<file path="src/rtl/spi_guard_pkg.sv">
package spi_guard_pkg;

    // Serial clock edge events seen in the system clock domain
    typedef struct packed {
        logic lead;   // clock leaves its rest level
        logic trail;  // clock returns to its rest level
    } sclk_evt_t;

    // Rest level of the serial clock for a given polarity setting
    function automatic logic rest_level(input logic pol);
        return pol;
    endfunction

endpackage

</file>
<file path="src/rtl/spi_guard_sync.sv">
module spi_guard_sync #(
    parameter int            W       = 3,
    parameter int            STAGES  = 2,
    parameter logic [W-1:0]  RST_VAL = '0
) (
    input  logic         clk,
    input  logic         rst_n,
    input  logic [W-1:0] d,
    output logic [W-1:0] q
);
    logic [STAGES-1:0][W-1:0] stg_d;
    logic [STAGES-1:0][W-1:0] stg_q;

    always_comb begin
        stg_d[0] = d;
        for (int i = 1; i < STAGES; i++) begin
            stg_d[i] = stg_q[i-1];
        end
    end

    always_ff @(posedge clk or negedge rst_n) begin
        if (!rst_n) begin
            stg_q <= {STAGES{RST_VAL}};
        end else begin
            stg_q <= stg_d;
        end
    end

    assign q = stg_q[STAGES-1];
endmodule

</file>
<file path="src/rtl/spi_guard_arm.sv">
module spi_guard_arm
    import spi_guard_pkg::*;
(
    input  logic      clk,
    input  logic      rst_n,
    input  logic      sw_rst,
    input  logic      cpol,
    input  logic      sclk_s,
    input  logic      cs_act,
    output sclk_evt_t evt,
    output logic      armed
);
    typedef struct packed {
        logic armed;
        logic prev;
    } arm_t;

    arm_t cur_q, nxt_d;
    logic rest;

    always_comb begin
        rest        = rest_level(cpol);
        nxt_d.prev  = sclk_s;
        nxt_d.armed = sw_rst ? 1'b0 : (cur_q.armed | (sclk_s == rest));
        evt.lead    = cur_q.armed && cs_act && !sw_rst &&
                      (cur_q.prev == rest) && (sclk_s != rest);
        evt.trail   = cur_q.armed && cs_act && !sw_rst &&
                      (cur_q.prev != rest) && (sclk_s == rest);
    end

    always_ff @(posedge clk or negedge rst_n) begin
        if (!rst_n) begin
            cur_q <= '0;
        end else begin
            cur_q <= nxt_d;
        end
    end

    assign armed = cur_q.armed;
endmodule

</file>
<file path="src/rtl/spi_guard_loss.sv">
module spi_guard_loss (
    input  logic clk,
    input  logic rst_n,
    input  logic sw_rst,
    input  logic tx_rise,
    input  logic rx_done,
    output logic lost
);
    typedef struct packed {
        logic [1:0] cnt;
        logic       lost;
    } loss_t;

    loss_t cur_q, nxt_d;

    always_comb begin
        nxt_d = cur_q;
        if (sw_rst) begin
            nxt_d = '0;
        end else if (rx_done) begin
            nxt_d.cnt = 2'd0;
        end else if (tx_rise) begin
            if (cur_q.cnt == 2'd1) begin
                nxt_d.lost = 1'b1;
            end
            nxt_d.cnt = (cur_q.cnt == 2'd2) ? 2'd2 : cur_q.cnt + 2'd1;
        end
    end

    always_ff @(posedge clk or negedge rst_n) begin
        if (!rst_n) begin
            cur_q <= '0;
        end else begin
            cur_q <= nxt_d;
        end
    end

    assign lost = cur_q.lost;
endmodule

</file>
<file path="src/rtl/spi_guard_top.sv">
module spi_guard_top
    import spi_guard_pkg::*;
#(
    parameter int DW          = 8,
    parameter int SYNC_STAGES = 2
) (
    input  logic          clk,
    input  logic          rst_n,
    input  logic          sw_rst,
    input  logic          cpol,
    input  logic          cpha,
    input  logic          sclk,
    input  logic          mosi,
    input  logic          cs_n,
    output logic          miso,
    output logic          miso_oe,
    output logic [DW-1:0] rx_data,
    output logic          rx_ready,
    input  logic          rx_rd,
    input  logic [DW-1:0] tx_data,
    input  logic          tx_wr,
    output logic          tx_ready,
    output logic          overrun,
    output logic          frame_lost
);
    localparam int CW = $clog2(DW);
    localparam logic [CW-1:0] LAST_BIT = CW'(DW - 1);

    typedef struct packed {
        logic [DW-1:0] tsh;
        logic [DW-2:0] rsh;
        logic [CW-1:0] cnt;
        logic          need;
        logic [DW-1:0] txbuf;
        logic          tx_ready;
        logic [DW-1:0] rxbuf;
        logic          rx_ready;
        logic          ovr;
    } core_t;

    logic [2:0] pins_s;
    logic       sclk_s, mosi_s, cs_act;
    sclk_evt_t  evt;
    logic       armed;
    logic       sample_e, shift_e;
    logic       rx_done, tx_rise;
    core_t      cur_q, nxt_d;

    spi_guard_sync #(
        .W       (3),
        .STAGES  (SYNC_STAGES),
        .RST_VAL (3'b100)
    ) u_sync (
        .clk   (clk),
        .rst_n (rst_n),
        .d     ({cs_n, mosi, sclk}),
        .q     (pins_s)
    );

    assign sclk_s = pins_s[0];
    assign mosi_s = pins_s[1];
    assign cs_act = ~pins_s[2];

    spi_guard_arm u_arm (
        .clk    (clk),
        .rst_n  (rst_n),
        .sw_rst (sw_rst),
        .cpol   (cpol),
        .sclk_s (sclk_s),
        .cs_act (cs_act),
        .evt    (evt),
        .armed  (armed)
    );

    always_comb begin
        nxt_d    = cur_q;
        rx_done  = 1'b0;
        tx_rise  = 1'b0;
        sample_e = cpha ? evt.trail : evt.lead;
        shift_e  = cpha ? evt.lead  : evt.trail;

        if (sw_rst) begin
            nxt_d          = '0;
            nxt_d.need     = 1'b1;
            nxt_d.tx_ready = 1'b1;
        end else begin
            if (!cs_act) begin
                nxt_d.cnt  = '0;
                nxt_d.rsh  = '0;
                nxt_d.need = 1'b1;
            end else begin
                // transmit side: commit at first edge, else shift
                if (evt.lead && cur_q.need) begin
                    nxt_d.need     = 1'b0;
                    nxt_d.tx_ready = 1'b1;
                    nxt_d.tsh      = cur_q.txbuf;
                    tx_rise        = ~cur_q.tx_ready;
                end else if (shift_e && !cur_q.need) begin
                    nxt_d.tsh = {cur_q.tsh[DW-2:0], 1'b0};
                end
                // receive side
                if (sample_e) begin
                    if (cur_q.cnt == LAST_BIT) begin
                        nxt_d.cnt   = '0;
                        nxt_d.rsh   = '0;
                        nxt_d.rxbuf = {cur_q.rsh, mosi_s};
                        nxt_d.need  = 1'b1;
                        rx_done     = 1'b1;
                    end else begin
                        nxt_d.cnt = cur_q.cnt + CW'(1);
                        nxt_d.rsh = {cur_q.rsh[DW-3:0], mosi_s};
                    end
                end
            end

            // host transmit write; a write wins over a commit in the same cycle
            if (tx_wr) begin
                nxt_d.txbuf    = tx_data;
                nxt_d.tx_ready = 1'b0;
            end

            // while no byte is committed the shifter tracks the buffer
            if (nxt_d.need) begin
                nxt_d.tsh = nxt_d.txbuf;
            end

            // host receive side
            if (rx_rd) begin
                nxt_d.rx_ready = 1'b0;
            end
            if (rx_done) begin
                if (cur_q.rx_ready && !rx_rd) begin
                    nxt_d.ovr = 1'b1;
                end
                nxt_d.rx_ready = 1'b1;
            end
        end
    end

    always_ff @(posedge clk or negedge rst_n) begin
        if (!rst_n) begin
            cur_q          <= '0;
            cur_q.need     <= 1'b1;
            cur_q.tx_ready <= 1'b1;
        end else begin
            cur_q <= nxt_d;
        end
    end

    spi_guard_loss u_loss (
        .clk     (clk),
        .rst_n   (rst_n),
        .sw_rst  (sw_rst),
        .tx_rise (tx_rise),
        .rx_done (rx_done),
        .lost    (frame_lost)
    );

    assign miso     = cur_q.tsh[DW-1];
    assign miso_oe  = cs_act;
    assign rx_data  = cur_q.rxbuf;
    assign rx_ready = cur_q.rx_ready;
    assign tx_ready = cur_q.tx_ready;
    assign overrun  = cur_q.ovr;
endmodule

</file>
<file path="config.mk">
export PLATFORM = sky130hd
export DESIGN_NAME = spi_guard_top
export DESIGN_NICKNAME = d
export VERILOG_FILES = /design/src/rtl/spi_guard_pkg.sv /design/src/rtl/spi_guard_sync.sv /design/src/rtl/spi_guard_arm.sv /design/src/rtl/spi_guard_loss.sv /design/src/rtl/spi_guard_top.sv
export SDC_FILE = /design/constraint.sdc
export NUM_CORES = 1
export LEC_CHECK = 0
export BUFFER_PORTS_ARGS = -buffer_cell sky130_fd_sc_hd__buf_2
export CAP_MARGIN = 20
export CORE_MARGIN = 5
export CORE_UTILIZATION = 50
export CTS_BUF_LIST = sky130_fd_sc_hd__clkbuf_16
export DETAILED_ROUTE_END_ITERATION = 6
export HOLD_SLACK_MARGIN = 0.03
export PLACE_DENSITY = 0.71
export SLEW_MARGIN = 20
export SYNTH_ARGS = -nofsm -noshare
export SYNTH_HDL_FRONTEND = slang
export SYNTH_SLANG_ARGS = --single-unit
</file>
<file path="constraint.sdc">
create_clock -name clk -period 5 [get_ports clk]
set_input_delay 1 -clock clk [delete_from_list [all_inputs] [get_ports clk]]
set_output_delay 1 -clock clk [all_outputs]
set_load 0.005 [all_outputs]
</file>
# Yosys cells after proc, flatten, opt, wreduce, memory -nomap -nowiden
# Index checks and enable logic that the tools add are counted.
word_totals:
  ff_bits: 49
  input_bits: 18
  out_inout_bits: 14
  elab_cells: 95
op_classes:
  addsub: 2
  n_eq_ne: 11
  muxes: 36
  n_bitwise: 3
  reduce_logical: 28
op_table:
  columns: ["op", "n"]
  rows:
  - ["$mux W8", 6]
  - ["$mux W38", 1]
  - ["$mux W11", 3]
  - ["$mux W1", 18]
  - ["$mux W9", 2]
  - ["$reduce_bool A2 Y1", 6]
  - ["$reduce_bool A3 Y1", 4]
  - ["$mux W10", 1]
  - ["$logic_and A1 B1 Y1", 9]
  - ["$mux W2", 3]
  - ["$mux W3", 2]
  - ["$ne A3 B3 Y1 const B", 2]
  - ["$reduce_and A2 Y1", 3]
  - ["$reduce_and A3 Y1", 2]
  - ["$ne A2 B2 Y1 const B", 2]
  - ["$reduce_bool A4 Y1", 1]
  - ["$add A3 B1 Y3 const B", 1]
  - ["$eq A3 B3 Y1 const B", 1]
  - ["$logic_not A1 Y1", 3]
  - ["$add A2 B1 Y2 const B", 1]
  - ["$eq A1 B1 Y1", 2]
  - ["$eq A2 B1 Y1 const B", 1]
  - ["$eq A2 B2 Y1 const B", 1]
  - ["$ne A1 B1 Y1", 2]
  - ["2 further kinds", 3]

# Logic depth before layout (Yosys ltp)
depth:
  ltp_word: 13
  mapped_depth: 8
  mapped_depth_nobuf: 5

# Hierarchy
# A second synthesis with hierarchy kept.
hier_totals:
  hier_cells: 233
  area_unflattened_um2: 2406.1
by_module_without_submodules:
  columns: ["module", "instances", "cells_per_inst", "area_each_um2", "seq_area_each_um2"]
  rows:
  - ["spi_guard_top", 1, 201, 1981.9, 953.4]
  - ["spi_guard_loss", 1, 14, 153.9, 75.1]
  - ["spi_guard_sync", 1, 6, 152.6, 152.6]
  - ["spi_guard_arm", 1, 12, 117.6, 50.0]

# Least setup slack after synthesis
# Ideal clock, no wire load.
synth_path:
  path_type: "input-to-reg"
  from: "input port sw_rst"
  to: "register cur_q[33] in the netlist's numbering"
  setup_ps: 125
  arrival_time_ps: 2489
  required_ps: 4875
  path_slack_ps: 2387
  cell_stages: 7
  path_buffers: 2
  path_cell_list: "buf_6 -> or3b_4 -> buf_6 -> a211oi_1 -> a211oi_1 -> a211o_1 -> mux2_2"
synth_between:
  elab_chain_len: 12
  elab_cells_between_ends: 22
  classes_between: "eq/ne (1); mux (11); reduce/logical (10)"
synth_rtl:
  columns: ["item", "line", "source"]
  rows:
  - ["start, declared", "spi_guard_top.sv:9", "input logic sw_rst,"]
  - ["$logic_not A1 Y1", "spi_guard_arm.sv:25, spi_guard_arm.sv:27", null]
  - ["$logic_and A1 B1 Y1", "spi_guard_arm.sv:25, spi_guard_arm.sv:27", null]
  - ["$logic_and A1 B1 Y1", "spi_guard_arm.sv:25", "evt.lead = cur_q.armed && cs_act && !sw_rst &&"]
  - ["$logic_and A1 B1 Y1", "spi_guard_arm.sv:26", "(cur_q.prev == rest) && (sclk_s != rest);"]
  - ["$logic_and A1 B1 Y1", "spi_guard_top.sv:93", "if (evt.lead && cur_q.need) begin"]
  - ["$mux W1", "spi_guard_top.sv:93", null]
  - ["$mux W1", "spi_guard_top.sv:103", "if (cur_q.cnt == LAST_BIT) begin"]
  - ["$mux W11", "spi_guard_top.sv:102", "if (sample_e) begin"]
  - ["$mux W11", "spi_guard_top.sv:87", "if (!cs_act) begin"]
  - ["$mux W11", "spi_guard_top.sv:82", "if (sw_rst) begin"]
  - ["$ne A3 B3 Y1 (no line), or another cell as far along", null, null]
  - ["$reduce_and A2 Y1 (no line) or $mux W38 (tied branches)", null, null]
  - ["end signal, assigned", "spi_guard_top.sv:146", "cur_q <= nxt_d;"]
  - ["end, declared", "spi_guard_top.sv:47", "core_t cur_q, nxt_d;"]
# Several ways; a longest one is shown, not always the timed one. The select of a mux whose other input is x is not followed.
# A chain may end at the register's enable or synchronous reset.

# Final worst setup path
layout_path:
  from: "input port sw_rst"
  to: "register cur_q[36] in the netlist's numbering"
# The elaborated chain is that of the path after synthesis.

==> summary.txt <==
Largest net degree at the start of global routing: 50
Vias in the first global route: 1631
Int Pwr: 617 uW
Setup ws final: 2310 ps
Drt pass-1 iters: 5
Final instance area: 2640 um2
Syn nets: 248
MaxCap Viol Count: 0
Fmax: 0.372 GHz
Clock share of power: 0.407
Crit path kind: input pin to flip-flop
Worst path slowest cell: or3b_4
Syn_area_per_cell: 10.6 um2
Crit-path leading delay family: compound AO/OA/AOI/OAI gates
Final period util: 0.537
Post-route ant nets: 0
Yosys top cell area share: 0.469
Io pins: 32
Die width: 79.3 um
Setup tns final: 0 ps
Avg WL per Cell: 15.0 um
Post-synthesis sequential area ratio: 0.513
Final Max Slew Viols: 0
Reg power frac: 0.523
Crit path cell chain: buf_2 -> or3b_4 -> a21oi_4 -> a211oi_1 -> a211o_1 -> mux2_2
Buffers on Ports: 31
Setup repair bufs after CTS: 0
DRC Markers: 0
Seq. cell area: 1230 um2
Total power: 800 uW
Fin crit period: 2690 ps
DR vias: 1672
Pleak: 1.26 nW
Cell Area, Synth: 2400 um2
Post-route insts no fill: 297
GRT Total Usage: 0.159
Worst skew pair latency: 290 ps
Worst EP required: 5170 ps
CTS Buf Count: 5
Pwr/cell area: 303 nW/um2
Initial antenna violation count: 0
Core ar.: 4690 um2
Fillers: 419
Die area: 6290 um2
Crit-path max FO: 28
NetSw: 183 uW
WHS: 349 ps
Gate Count Post-Synth: 226
Initial Util: 0.511
Worst-path clk slew: 60 ps
Die height: 79.3 um
Nets@finish: 264
CP peak stage delay: 510 ps
DP Worst Slack: 2020 ps
Dpl cells: 289
Status: finished clean
Worst Hold Class: flip-flop to flip-flop
Crit path arrival time: 2860 ps
H-tree Lvls: 2
Finished Core Util: 0.562
Worst IR drop on VDD: 191 uV
Via density: 5.63
#FFs+latches synth: 49
Area growth syn-to-layout: 9.91%
Routed WL: 4450 um
Gate power share: 0.070
Crit start category: input pin
Max-slew headroom: 0.462
Dpl cell area: 2490 um2
Area occupied by multi-input gates: 1020 um2
Final Hold Fails: 0
Clock Skew: 5.14 ps
First-pass GRT wire length: 7860 um
Critical Path Sink Type: flip-flop
RSZ-0062 raised after global routing: false
Distinct cells, synth: 42
Post-CTS resize count: 0
Worst slew pin tran: 803 ps
Synth Warn #: 0
Hold_buf cts: 0
# diodes: 0
CTS Root Cell: clkbuf_16
CTS tree: yes
Row cnt: 25
Layout cells sized above 1: 0.243
Synth area leader: dfrtp_1
GRT Residual Overflow: 0
Worst path bufs/invs: 1
Detailed Place HPWL: 3010 um
Worst-case clock buffer depth: 2
Switch share: 0.229
Final GP Congestion: 0.761
Top post-synthesis cells by area: dfrtp_1 (47%), nand3b_1 (5.3%), nand2_1 (5.0%)
Setup violators final: 0
DRT iter0 DRCs: 132
Clk sinks: 49
-- synth_stat cells, drive strengths merged --
library cell and instances:
xor2 1, a221oi 1, nor3 2, and3 8
inv 4, xnor2 1, or2 4, nand3 1
ha 4, nand2b 1, a32o 1, buf 12
mux2i 12, a32oi 1, nor2 11, o21bai 1
o21ba 1, o21ai 5, a211oi 6, or3 1
a211o 3, nand3b 17, dfrtp 45, or3b 3
nand2 32, nor2b 2, dfstp 4, a21o 2
clkbuf 10, mux2 6, a21oi 14, nor4b 7
nor3b 2, a31oi 1
-- logic make-up after synthesis --
kind of cell    share of synthesized area
flops                               0.513
simple gates                        0.214
compound gates                      0.104
fa+ha+maj                          0.0209
buf+inv                            0.0605
mux                                0.0798
xor+xnor                          0.00730
-- per-layer routing --
| metal | routed length, um | GRT usage | vias up |
|---|---|---|---|
| met4 | 73 | 0.0670 | 0 |
| met1 | 2180 | 0.227 | 826 |
| met2 | 2000 | 0.234 | 30 |
| met3 | 197 | 0.0340 | 5 |
| li1 | - | - | 811 |
| met5 | 0 | 0 | - |
-- placed cells by master (no fill, tap or decap), types with 5 or more instances in the layout --
master	count
a21oi_1	13
mux2i_1	11
buf_2	30
nor2_1	11
a211oi_1	6
clkbuf_16	5
mux2_2	6
and3_1	8
nand3b_1	17
nor4b_1	7
o21ai_0	5
dfrtp_1	45
nand2_1	32
-- power by group through the flow --
stage | clock (mW) | sequential (mW) | combinational [mW]
after floorplan | 0 | 0.422 | 0.0369
after global placement | 0 | 0.425 | 0.0554
after detailed placement | 0 | 0.425 | 0.0566
after CTS | 0.333 | 0.418 | 0.0567
after global routing | 0.351 | 0.420 | 0.0633
final | 0.326 | 0.418 | 0.0560
-- area by class of cell --
type / instances / area share
Timing Repair Buffer: 31 / 0.0598
Multi-Input combinational cell: 151 / 0.388
Inverter: 4 / 0.00569
Sequential cell: 49 / 0.467
Clock buffer: 5 / 0.0474
Tap cell: 54 / 0.0256
Clock inverter: 3 / 0.00664
-- final timing paths --
check | from | endpoint | slack (ps) | cells past startpoint
worst min-delay path | u_sync.stg_d[4] | u_sync.q[1] | 350 | 0
worst min register to register | u_sync.stg_d[4] | u_sync.q[1] | 350 | 0
max in group asynchronous | rst_n | rx_data[5] | 3840 | 1
worst max-delay path | sw_rst | cur_q[36] | 2310 | 6
worst max register to register | u_sync.q[0] | cur_q[36] | 2880 | 5
min in group asynchronous | rst_n | cur_q[18] | 730 | 1
-- sequential cells by signal (all words and copies together), names as in the netlist --
| signal | cells |
|---|---|
| rx_ready | 1 |
| u_sync.stg_d | 3 |
| overrun | 1 |
| miso | 1 |
| u_arm.cur_q | 1 |
| u_loss.cur_q | 2 |
| u_sync.q | 3 |
| rx_data | 8 |
| u_loss.lost | 1 |
| u_arm.armed | 1 |
| cur_q | 26 |
| tx_ready | 1 |
Power figures use the tool's default switching activity.
